## src/rtl/pft_pkg.sv

```systemverilog
package pft_pkg;
  typedef enum logic [1:0] {
    ST_IDLE  = 2'd0,
    ST_BIT   = 2'd1,
    ST_CLOSE = 2'd2
  } pft_state_e;

  // Length in ticks of one bit, chosen by its value
  function automatic int unsigned bit_ticks(input logic b,
                                            input int unsigned one_t,
                                            input int unsigned zero_t);
    return b ? one_t : zero_t;
  endfunction

  // Requested bit count limited to the frame capacity
  function automatic int unsigned clamp_bits(input int unsigned req,
                                             input int unsigned cap);
    return (req > cap) ? cap : req;
  endfunction
endpackage

```

## src/rtl/pft_tick_div.sv

```systemverilog
module pft_tick_div #(
  parameter int unsigned DIV = 32
) (
  input  logic clk,
  input  logic rst_n,
  input  logic restart,
  output logic tick
);
  localparam int unsigned CW = (DIV > 2) ? $clog2(DIV) : 1;

  logic [CW-1:0] cnt;

  assign tick = (cnt == CW'(DIV - 1));

  always_ff @(posedge clk or negedge rst_n) begin
    if (!rst_n)            cnt <= '0;
    else if (restart || tick) cnt <= '0;
    else                   cnt <= cnt + 1'b1;
  end


  tick_single_chk: assert property (@(posedge clk) disable iff (!rst_n)
    tick |=> !tick);
endmodule

```

## src/rtl/pft_shift.sv

```systemverilog
module pft_shift #(
  parameter int unsigned MAXB = 16,
  parameter int unsigned CNTW = 5
) (
  input  logic            clk,
  input  logic            rst_n,
  input  logic            load,
  input  logic            adv,
  input  logic [MAXB-1:0] data_i,
  input  logic [CNTW-1:0] nbits_i,
  output logic            cur_bit,
  output logic            last_bit
);
  logic [MAXB-1:0] sreg;
  logic [CNTW-1:0] remaining;

  assign cur_bit  = sreg[0];
  assign last_bit = (remaining == CNTW'(1));

  always_ff @(posedge clk or negedge rst_n) begin
    if (!rst_n) begin
      sreg      <= '0;
      remaining <= '0;
    end else if (load) begin
      sreg      <= data_i;
      remaining <= CNTW'(pft_pkg::clamp_bits(int'(nbits_i), MAXB));
    end else if (adv) begin
      sreg      <= sreg >> 1;
      remaining <= remaining - 1'b1;
    end
  end


  hold_word_chk: assert property (@(posedge clk) disable iff (!rst_n)
    (!load && !adv) |=> $stable(sreg));


  count_cap_chk: assert property (@(posedge clk) disable iff (!rst_n)
    remaining <= CNTW'(MAXB));
endmodule

```

## src/rtl/pft_seq.sv

```systemverilog
module pft_seq #(
  parameter int unsigned PAUSE = 30,
  parameter int unsigned ONE   = 150,
  parameter int unsigned ZERO  = 90
) (
  input  logic clk,
  input  logic rst_n,
  input  logic start,
  input  logic tick,
  input  logic zero_len,
  input  logic cur_bit,
  input  logic last_bit,
  output logic load,
  output logic adv,
  output logic carrier,
  output logic busy,
  output logic done,
  output logic tclr
);
  import pft_pkg::*;

  localparam int unsigned MAXT = (ONE > ZERO) ? ONE : ZERO;
  localparam int unsigned TW   = $clog2(MAXT + 1);

  pft_state_e    state;
  logic [TW-1:0] tcnt;
  logic [TW-1:0] tnext;
  logic [TW-1:0] period;
  logic          bit_end;
  logic          close_end;

  assign tnext     = tcnt + 1'b1;
  assign period    = TW'(bit_ticks(cur_bit, ONE, ZERO));
  assign load      = start && (state == ST_IDLE);
  assign bit_end   = (state == ST_BIT) && tick && (tnext == period);
  assign close_end = (state == ST_CLOSE) && tick && (tnext == TW'(PAUSE));
  assign adv       = bit_end;
  assign busy      = (state != ST_IDLE);

  always_ff @(posedge clk or negedge rst_n) begin
    if (!rst_n) begin
      state   <= ST_IDLE;
      tcnt    <= '0;
      carrier <= 1'b1;
      done    <= 1'b0;
      tclr    <= 1'b0;
    end else begin
      done <= 1'b0;
      tclr <= 1'b0;
      case (state)
        ST_IDLE: begin
          if (start) begin
            tcnt    <= '0;
            carrier <= 1'b0;
            state   <= zero_len ? ST_CLOSE : ST_BIT;
          end
        end
        ST_BIT: begin
          if (tick) begin
            tcnt <= tnext;
            if (tnext == TW'(PAUSE)) carrier <= 1'b1;
            if (bit_end) begin
              tcnt    <= '0;
              carrier <= 1'b0;
              state   <= last_bit ? ST_CLOSE : ST_BIT;
            end
          end
        end
        ST_CLOSE: begin
          if (tick) begin
            tcnt <= tnext;
            if (close_end) begin
              tcnt    <= '0;
              carrier <= 1'b1;
              done    <= 1'b1;
              tclr    <= 1'b1;
              state   <= ST_IDLE;
            end
          end
        end
        default: state <= ST_IDLE;
      endcase
    end
  end


  idle_carrier_chk: assert property (@(posedge clk) disable iff (!rst_n)
    (state == ST_IDLE) |-> carrier);


  done_single_chk: assert property (@(posedge clk) disable iff (!rst_n)
    done |=> !done);


  done_idle_chk: assert property (@(posedge clk) disable iff (!rst_n)
    done |-> !busy);


  bit_len_chk: assert property (@(posedge clk) disable iff (!rst_n)
    (state == ST_BIT) |-> (tcnt < period));


  pause_low_chk: assert property (@(posedge clk) disable iff (!rst_n)
    (busy && tcnt < TW'(PAUSE) && !(tick && tnext == TW'(PAUSE))) |=> !carrier);


  tclr_pair_chk: assert property (@(posedge clk) disable iff (!rst_n)
    tclr |-> done);
endmodule

```

## src/rtl/pause_frame_tx.sv

```systemverilog
module pause_frame_tx #(
  parameter int unsigned TICK_DIV    = 32,
  parameter int unsigned PAUSE_TICKS = 30,
  parameter int unsigned ONE_TICKS   = 150,
  parameter int unsigned ZERO_TICKS  = 90,
  parameter int unsigned MAX_BITS    = 16,
  localparam int unsigned CNT_W      = $clog2(MAX_BITS + 1)
) (
  input  logic                clk,
  input  logic                rst_n,
  input  logic                start_i,
  input  logic [MAX_BITS-1:0] data_i,
  input  logic [CNT_W-1:0]    nbits_i,
  output logic                carrier_o,
  output logic                busy_o,
  output logic                done_o,
  output logic                timer_clr_o,
  output logic                tick_o
);
  logic frame_load;
  logic bit_adv;
  logic cur_bit;
  logic last_bit;
  logic zero_len;

  assign zero_len = (nbits_i == '0);

  pft_tick_div #(.DIV(TICK_DIV)) u_div (
    .clk     (clk),
    .rst_n   (rst_n),
    .restart (frame_load),
    .tick    (tick_o)
  );

  pft_shift #(.MAXB(MAX_BITS), .CNTW(CNT_W)) u_shift (
    .clk      (clk),
    .rst_n    (rst_n),
    .load     (frame_load),
    .adv      (bit_adv),
    .data_i   (data_i),
    .nbits_i  (nbits_i),
    .cur_bit  (cur_bit),
    .last_bit (last_bit)
  );

  pft_seq #(.PAUSE(PAUSE_TICKS), .ONE(ONE_TICKS), .ZERO(ZERO_TICKS)) u_seq (
    .clk      (clk),
    .rst_n    (rst_n),
    .start    (start_i),
    .tick     (tick_o),
    .zero_len (zero_len),
    .cur_bit  (cur_bit),
    .last_bit (last_bit),
    .load     (frame_load),
    .adv      (bit_adv),
    .carrier  (carrier_o),
    .busy     (busy_o),
    .done     (done_o),
    .tclr     (timer_clr_o)
  );


  done_after_busy_chk: assert property (@(posedge clk) disable iff (!rst_n)
    $rose(done_o) |-> $past(busy_o));


  done_carrier_chk: assert property (@(posedge clk) disable iff (!rst_n)
    done_o |-> carrier_o);
endmodule

```

## config.mk

```make
export PLATFORM = sky130hd
export DESIGN_NAME = pause_frame_tx
export DESIGN_NICKNAME = d
export VERILOG_FILES = /design/src/rtl/pft_pkg.sv /design/src/rtl/pft_tick_div.sv /design/src/rtl/pft_shift.sv /design/src/rtl/pft_seq.sv /design/src/rtl/pause_frame_tx.sv
export SDC_FILE = /design/constraint.sdc
export NUM_CORES = 1
export LEC_CHECK = 0
export BUFFER_PORTS_ARGS = -buffer_cell sky130_fd_sc_hd__buf_2
export CAP_MARGIN = 20
export CORE_ASPECT_RATIO = 0.7
export CORE_MARGIN = 1
export CORE_UTILIZATION = 47
export CTS_BUF_LIST = sky130_fd_sc_hd__clkbuf_8
export DETAILED_ROUTE_END_ITERATION = 16
export GPL_ROUTABILITY_DRIVEN = 0
export PLACE_DENSITY = 0.64
export SLEW_MARGIN = 20
export SYNTH_ARGS = -nofsm -noshare
export SYNTH_HDL_FRONTEND = slang
export SYNTH_SLANG_ARGS = --single-unit
```

## constraint.sdc

```tcl
create_clock -name clk -period 3.5 [get_ports clk]
set_input_delay 0.525 -clock clk [delete_from_list [all_inputs] [get_ports clk]]
set_output_delay 0.525 -clock clk [all_outputs]
set_load 0.02 [all_outputs]
```

# [Word-level counts from Yosys, hierarchy flattened]
# Cells that the tools add are included.
[classes] n_addsub=3 magnitude_cmp=1 reduce_logical=14 multipliers=0 bitwise=0 eq_ne=12 div=0 shift=0 muxes=31
[op_table] operator="2-to-1 mux 8 bit" n=6
[op_table] operator="2-to-1 mux 16 bit" n=2
[op_table] operator="case mux 8 bit (3 select lines)" n=1
[op_table] operator="2-to-1 mux 5 bit" n=4
[op_table] operator="2-to-1 mux 2 bit" n=7
[op_table] operator="2-to-1 mux 1 bit" n=9
[op_table] operator="adder 8 x 1 -> 8 bit, second input constant" n=1
[op_table] operator="equality test 8 x 5 -> 1 bit, second input constant" n=1
[op_table] operator="equality test 8 bit" n=1
[op_table] operator="!= test 2 bit, second input constant" n=4
[op_table] operator="case mux 2 bit (3 select lines)" n=1
[op_table] operator="AND reduction 6 bit" n=1
[op_table] operator="adder 5 x 1 -> 5 bit, second input constant" n=1
[op_table] operator="equality test 5 x 1 -> 1 bit, second input constant" n=1
[op_table] operator="equality test 5 bit, second input constant" n=1
[op_table] operator="> comparator 5 bit, second input constant" n=1
[op_table] operator="logical AND 1 bit" n=5
[op_table] operator="zero test 5 bit" n=1
[op_table] operator="AND reduction 5 bit" n=1
[op_table] operator="subtractor 5 x 1 -> 5 bit, second input constant" n=1
[op_table] operator="AND reduction 4 bit" n=1
[op_table] operator="nonzero test 2 bit" n=2
[op_table] operator="!= test 3 bit, second input constant" n=1
[op_table] operator="case mux 1 bit (3 select lines)" n=1
[op_table] operator="6 further kinds" n=6
[totals] reg_bits=38 n_memories=0 out_inout_bits=5 inputBits=24 mem_bits_rw=0 latchBits=0 romBits=0

# [Depth between registers and ports, before layout]
[logic_depth] word_depth=6 depth_mapped=9

# [Cells and area by module]
# Synthesis repeated with hierarchy kept, for this count alone.
[hier_totals] hier_cells=235 area_unflattened_um2=2254.7
[modules_own_cells] mod="pft_shift" cells_each=100 area_each_um2=1044.8 n_inst=1 seq_area_each_um2=525.5
[modules_own_cells] mod="pft_seq" cells_each=116 area_each_um2=969.7 n_inst=1 seq_area_each_um2=301.5
[modules_own_cells] mod="pft_tick_div" cells_each=17 area_each_um2=229.0 n_inst=1 seq_area_each_um2=125.1
[modules_own_cells] mod="pause_frame_tx" cells_each=2 area_each_um2=11.3 n_inst=1 seq_area_each_um2=0.0

# [Worst setup path before layout]
# No wires, ideal clock.
[synth_timing] kind="reg2reg" start="register u_div.cnt[0]" end="register u_seq.carrier" t_arrival_ns=2.216 stages_incl_launch_ff=9 path_buffers=1 setup_slack_ns=1.205 cell_sequence="dfrtp_1 ha_1 and3_1 ha_1 o21ba_2 or3_1 buf_1 or3_1 a32o_1"
[synth_between] elab_chain_len=6 elab_cells_between_ends=13 cone_classes="eq/ne: 5; mux: 3; reduce/logical: 5"
[synth_lines] element="start: declaration" line="pft_tick_div.sv:11" rtl="logic [CW-1:0] cnt;"
[synth_lines] element="start signal: assignment" line="pft_tick_div.sv:18" rtl="else cnt <= cnt + 1'b1;"
[synth_lines] element="equality test 5 bit *" line="pft_tick_div.sv:13" rtl="assign tick = (cnt == CW'(DIV - 1));"
[synth_lines] element="net tick_o" line="pause_frame_tx.sv:18" rtl="output logic tick_o"
[synth_lines] element="logical AND 1 bit (2 in a row)" line="pft_seq.sv:35" rtl="assign bit_end = (state == ST_BIT) && tick && (tnext == period);"
[synth_lines] element="2-to-1 mux 1 bit" line="pft_seq.sv:62" rtl="if (bit_end) begin"
[synth_lines] element="2-to-1 mux 1 bit" line="pft_seq.sv:59" rtl="if (tick) begin"
[synth_lines] element="case mux 1 bit (3 select lines)" line="pft_seq.sv:50" rtl="case (state)"
[synth_lines] element="end signal: assignment" line="pft_seq.sv:54" rtl="carrier <= 1'b0;"
[synth_lines] element="end signal: assignment" line="pft_seq.sv:61" rtl="if (tnext == TW'(PAUSE)) carrier <= 1'b1;"
[synth_lines] element="end signal: assignment" line="pft_seq.sv:64" rtl="carrier <= 1'b0;"
[synth_lines] element="end: declaration" line="pft_seq.sv:15" rtl="output logic carrier,"
# The timed path passes the listed nets; every way through them passes the cells marked *. The select of a mux whose other input is x is not followed.
# A chain may end at the register's enable or synchronous reset.

# [Final worst setup path]
[layout_timing] start="register u_div.cnt[0]" end="register u_seq.carrier"
[layout_between] elab_chain_len=6 elab_cells_between_ends=13 cone_classes="eq/ne: 5; mux: 3; reduce/logical: 5"
[layout_lines] element="equality test 5 bit *" line="pft_tick_div.sv:13"
[layout_lines] element="logical AND 1 bit (2 in a row)" line="pft_seq.sv:35"
[layout_lines] element="2-to-1 mux 1 bit" line="pft_seq.sv:62"
[layout_lines] element="2-to-1 mux 1 bit" line="pft_seq.sv:59"
[layout_lines] element="case mux 1 bit (3 select lines)" line="pft_seq.sv:50"
# Every way passes the cells marked *; elsewhere a longest branch is shown, timed or not. The select of a mux whose other input is x is not followed.

==> results.json <==
{
  "final_cells": 326,
  "grt_pass1_wl_microns": 7830,
  "cts.clk_slew.worst_paths_ns": 0.07,
  "ys.flop_type": "dfrtp_1",
  "cts.sinks": 38,
  "path_class": "flip-flop to flip-flop",
  "hpwl_microns": 3370,
  "area_growth_pct": 12.4,
  "p_per_area_nw_per_um2": 712,
  "port_buffers": 28,
  "num_antenna_cells": 0,
  "setup_viol": 0,
  "cts_tree": "done",
  "clkLatencyLatePin_ns": 0.28,
  "hold_ws_ns": 0.337,
  "ant_nets": 0,
  "synth_top_family_by_area": "simple AND/OR/NAND/NOR gates",
  "drv_cap": 0,
  "synthesis.nets": 281,
  "die_x_microns": 85.3,
  "syn_avg_cell_area_sq_um": 9.24,
  "drc": 0,
  "antenna_found_initial": 0,
  "synthSimpleGateAreaFrac_pct": 20.6,
  "vdd_drop_max_v": 0.000408,
  "synth-edff-count": 0,
  "numCtsBuffers": 5,
  "synth_xor_area_share_pct": 1.92,
  "status": "complete, no violations",
  "top_layer_used": "met4",
  "htree_levels": 2,
  "syn_inst": 247,
  "dieArea_sq_um": 5140,
  "synthTopCellsByArea": "dfrtp_1 (41%), mux2i_1 (6.6%), ha_1 (5.5%), o21ai_0 (5.5%), nand2_1 (5.1%)",
  "final.period_utilization_pct": 74.1,
  "finalClockSkew_ns": 0.00381,
  "drt-wirelength-per-cell_microns": 14.1,
  "initial_utilization_pct": 50.7,
  "ys_types": 47,
  "worstRegToRegCells": 7,
  "slew_headroom_pct": 44.6,
  "fin_tns_setup_ns": 0,
  "reg2reg_from": "u_div.cnt[0]",
  "fmax_mhz": 386,
  "synth_mux_area_share_pct": 7.07,
  "r2r_end": "u_seq.carrier",
  "cts_max_path_buffers": 2,
  "grt_overflow": 0,
  "required_ns": 3.71,
  "synth_compound_area_share_pct": 18.4,
  "grt_pass1_vias": 1621,
  "die_h_microns": 60.3,
  "ios": 29,
  "first_pass_iters": 4,
  "synth_seq_area_share_pct": 41.7,
  "hold_path_class": "input port to asynchronous set/reset pin",
  "leakage_uw": 0.00124,
  "wirelength_microns": 4610,
  "cts_setup_buffers": 0,
  "vias_per_cell": 5.76,
  "wl_met2_microns": 1980,
  "coreArea_sq_um": 4500,
  "start_kind": "flip-flop",
  "preCtsSetupSlack_ns": 0.947,
  "slew_violations": 0,
  "synth_fa_ha_area_share_pct": 5.48,
  "layout-drive-gt1-share_pct": 17.3,
  "async_flop_share_pct": 100,
  "synth_top_area_cell": "dfrtp_1",
  "crit_fanout": 13,
  "cts_resized": 0,
  "ctsHoldBuffers": 0,
  "ys_warn_count": 0,
  "arrival_ns": 2.81,
  "layout.nets": 304,
  "r2r_slack_ns": 0.91,
  "place_inst": 318,
  "dr_total_vias": 1878,
  "rows": 20,
  "root_buffer": "clkbuf_8",
  "final.min_clock_period_ns": 2.59,
  "worst_slack_ns": 0.906,
  "netlist_area_sq_um": 2280,
  "grt_setup_unrepaired": "no",
  "dr_wl_met3_microns": 232,
  "end_kind": "flip-flop",
  "ys_ff_latch": 38,
  "met1_length_microns": 2380,
  "worst_slew_pin_slew_ns": 0.830,
  "drtIter0Drc": 136,
  "yosys.area.top_type_share_pct": 40.6,
  "postLayoutCoreUtil_pct": 56.9,
  "final-hold-violation-count": 0,
  "groute.usage.overall_pct": 19.7,
  "grt_max_degree": 44
}
how the worst max path moves through the flow:
stage | cells past startpoint | startpoint | slack, ns | to
after floorplan | 8 | u_div.cnt[0] | 1.20 | u_seq.carrier
after global placement | 7 | u_div.cnt[0] | 0.96 | u_seq.carrier
after detailed placement | 7 | u_div.cnt[0] | 0.95 | u_seq.carrier
after CTS | 8 | u_div.cnt[0] | 0.93 | u_seq.tcnt[1]
after global routing | 9 | u_div.cnt[0] | 0.69 | u_shift.sreg[7]
final | 7 | u_div.cnt[0] | 0.91 | u_seq.carrier
routing by layer:
layer / GRT usage (%) / up-vias
met1: 30.2 / 891
met4: 3.57 / 0
met5: 0 / -
met2: 28.6 / 46
li1: - / 937
met3: 4.56 / 4
stage by stage:
| stage | total power, uW | cell area [sq um] |
|---|---|---|
| after floorplan | 1260 | 2280 |
| after global placement | 1450 | 2450 |
| after detailed placement | 1460 | 2450 |
| after CTS | 1840 | 2560 |
| after global routing | 1990 | 2560 |
| final | 1830 | 2560 |
synth_stat cells (2+ instances only):
| library cell | n |
|---|---|
| mux2i_1 | 15 |
| a2bb2oi_1 | 2 |
| xnor2_1 | 4 |
| nand2_1 | 31 |
| inv_1 | 12 |
| o211ai_1 | 4 |
| buf_2 | 4 |
| o2111ai_1 | 2 |
| and3_1 | 4 |
| nor3b_1 | 3 |
| a21oi_1 | 6 |
| a41oi_1 | 3 |
| a31o_2 | 2 |
| ha_1 | 10 |
| nor2b_1 | 5 |
| nand3b_1 | 4 |
| or4_1 | 3 |
| dfrtp_1 | 37 |
| and2_1 | 4 |
| clkbuf_1 | 9 |
| o221ai_1 | 3 |
| or3_1 | 5 |
| o31ai_1 | 2 |
| nand3_1 | 8 |
| nor2_1 | 10 |
| nor3_1 | 7 |
| nor4b_1 | 4 |
| o21ai_0 | 25 |
logic make-up after synthesis:
kind of cell / count (synthesis)
flip-flops: 38
AO/OA/AOI/OAI: 61
multiplexers: 16
buffers and inverters: 27
AND/OR/NAND/NOR: 90
XOR/XNOR: 5
adder cells (fa/ha/maj): 10
sequential cells by signal, indices dropped and copies added, names as in the netlist:
| name | cells |
|---|---|
| u_seq.carrier | 1 |
| u_seq.state | 2 |
| u_seq.tcnt | 8 |
| u_shift.sreg | 16 |
| u_seq.done | 1 |
| u_shift.remaining | 5 |
| u_div.cnt | 5 |
critical path: stages (launching register included):
cell,delay (ns)
dfrtp_1,0.37
ha_1,0.19
and3_1,0.17
ha_1,0.43
o21ba_2,0.23
or3_1,0.47
or3_1,0.41
a32o_1,0.26
cell type report:
class | instances | area, sq um
multi-input cells | 182 | 1220
inverters | 12 | 45.0
fillers | 409 | 1940
clock inverters | 2 | 33.8
clock buffers | 6 | 82.6
well taps | 55 | 68.8
flip-flops and latches | 38 | 952
repair buffers | 31 | 163
power by group:
part,internal [uW],leakage (uW),switching [uW]
Sequential,609,0.000482,125
Clock,229,0.0000626,149
Combinational,298,0.000694,416
Total,1140,0.00124,690
cells in the final DEF, fill, tap and decap left out, types with 2 or more instances in the layout:
cell	instances
dfrtp_1	37
nand2_1	31
buf_2	28
o21ai_0	25
mux2i_1	15
inv_1	13
nor2_1	10
ha_1	10
nand3_1	8
nor3_1	7
a21oi_1	6
clkbuf_8	6
nor2b_1	5
or3_1	5
and3_1	4
and2_1	4
xnor2_1	4
nor4b_1	4
nand3b_1	4
o211ai_1	4
nor3b_1	3
a41oi_1	3
or4_1	3
o221ai_1	3
buf_4	3
a2bb2oi_1	2
a31o_2	2
o2111ai_1	2
o31ai_1	2
No activity file was read; power rests on OpenSTA's default activity.
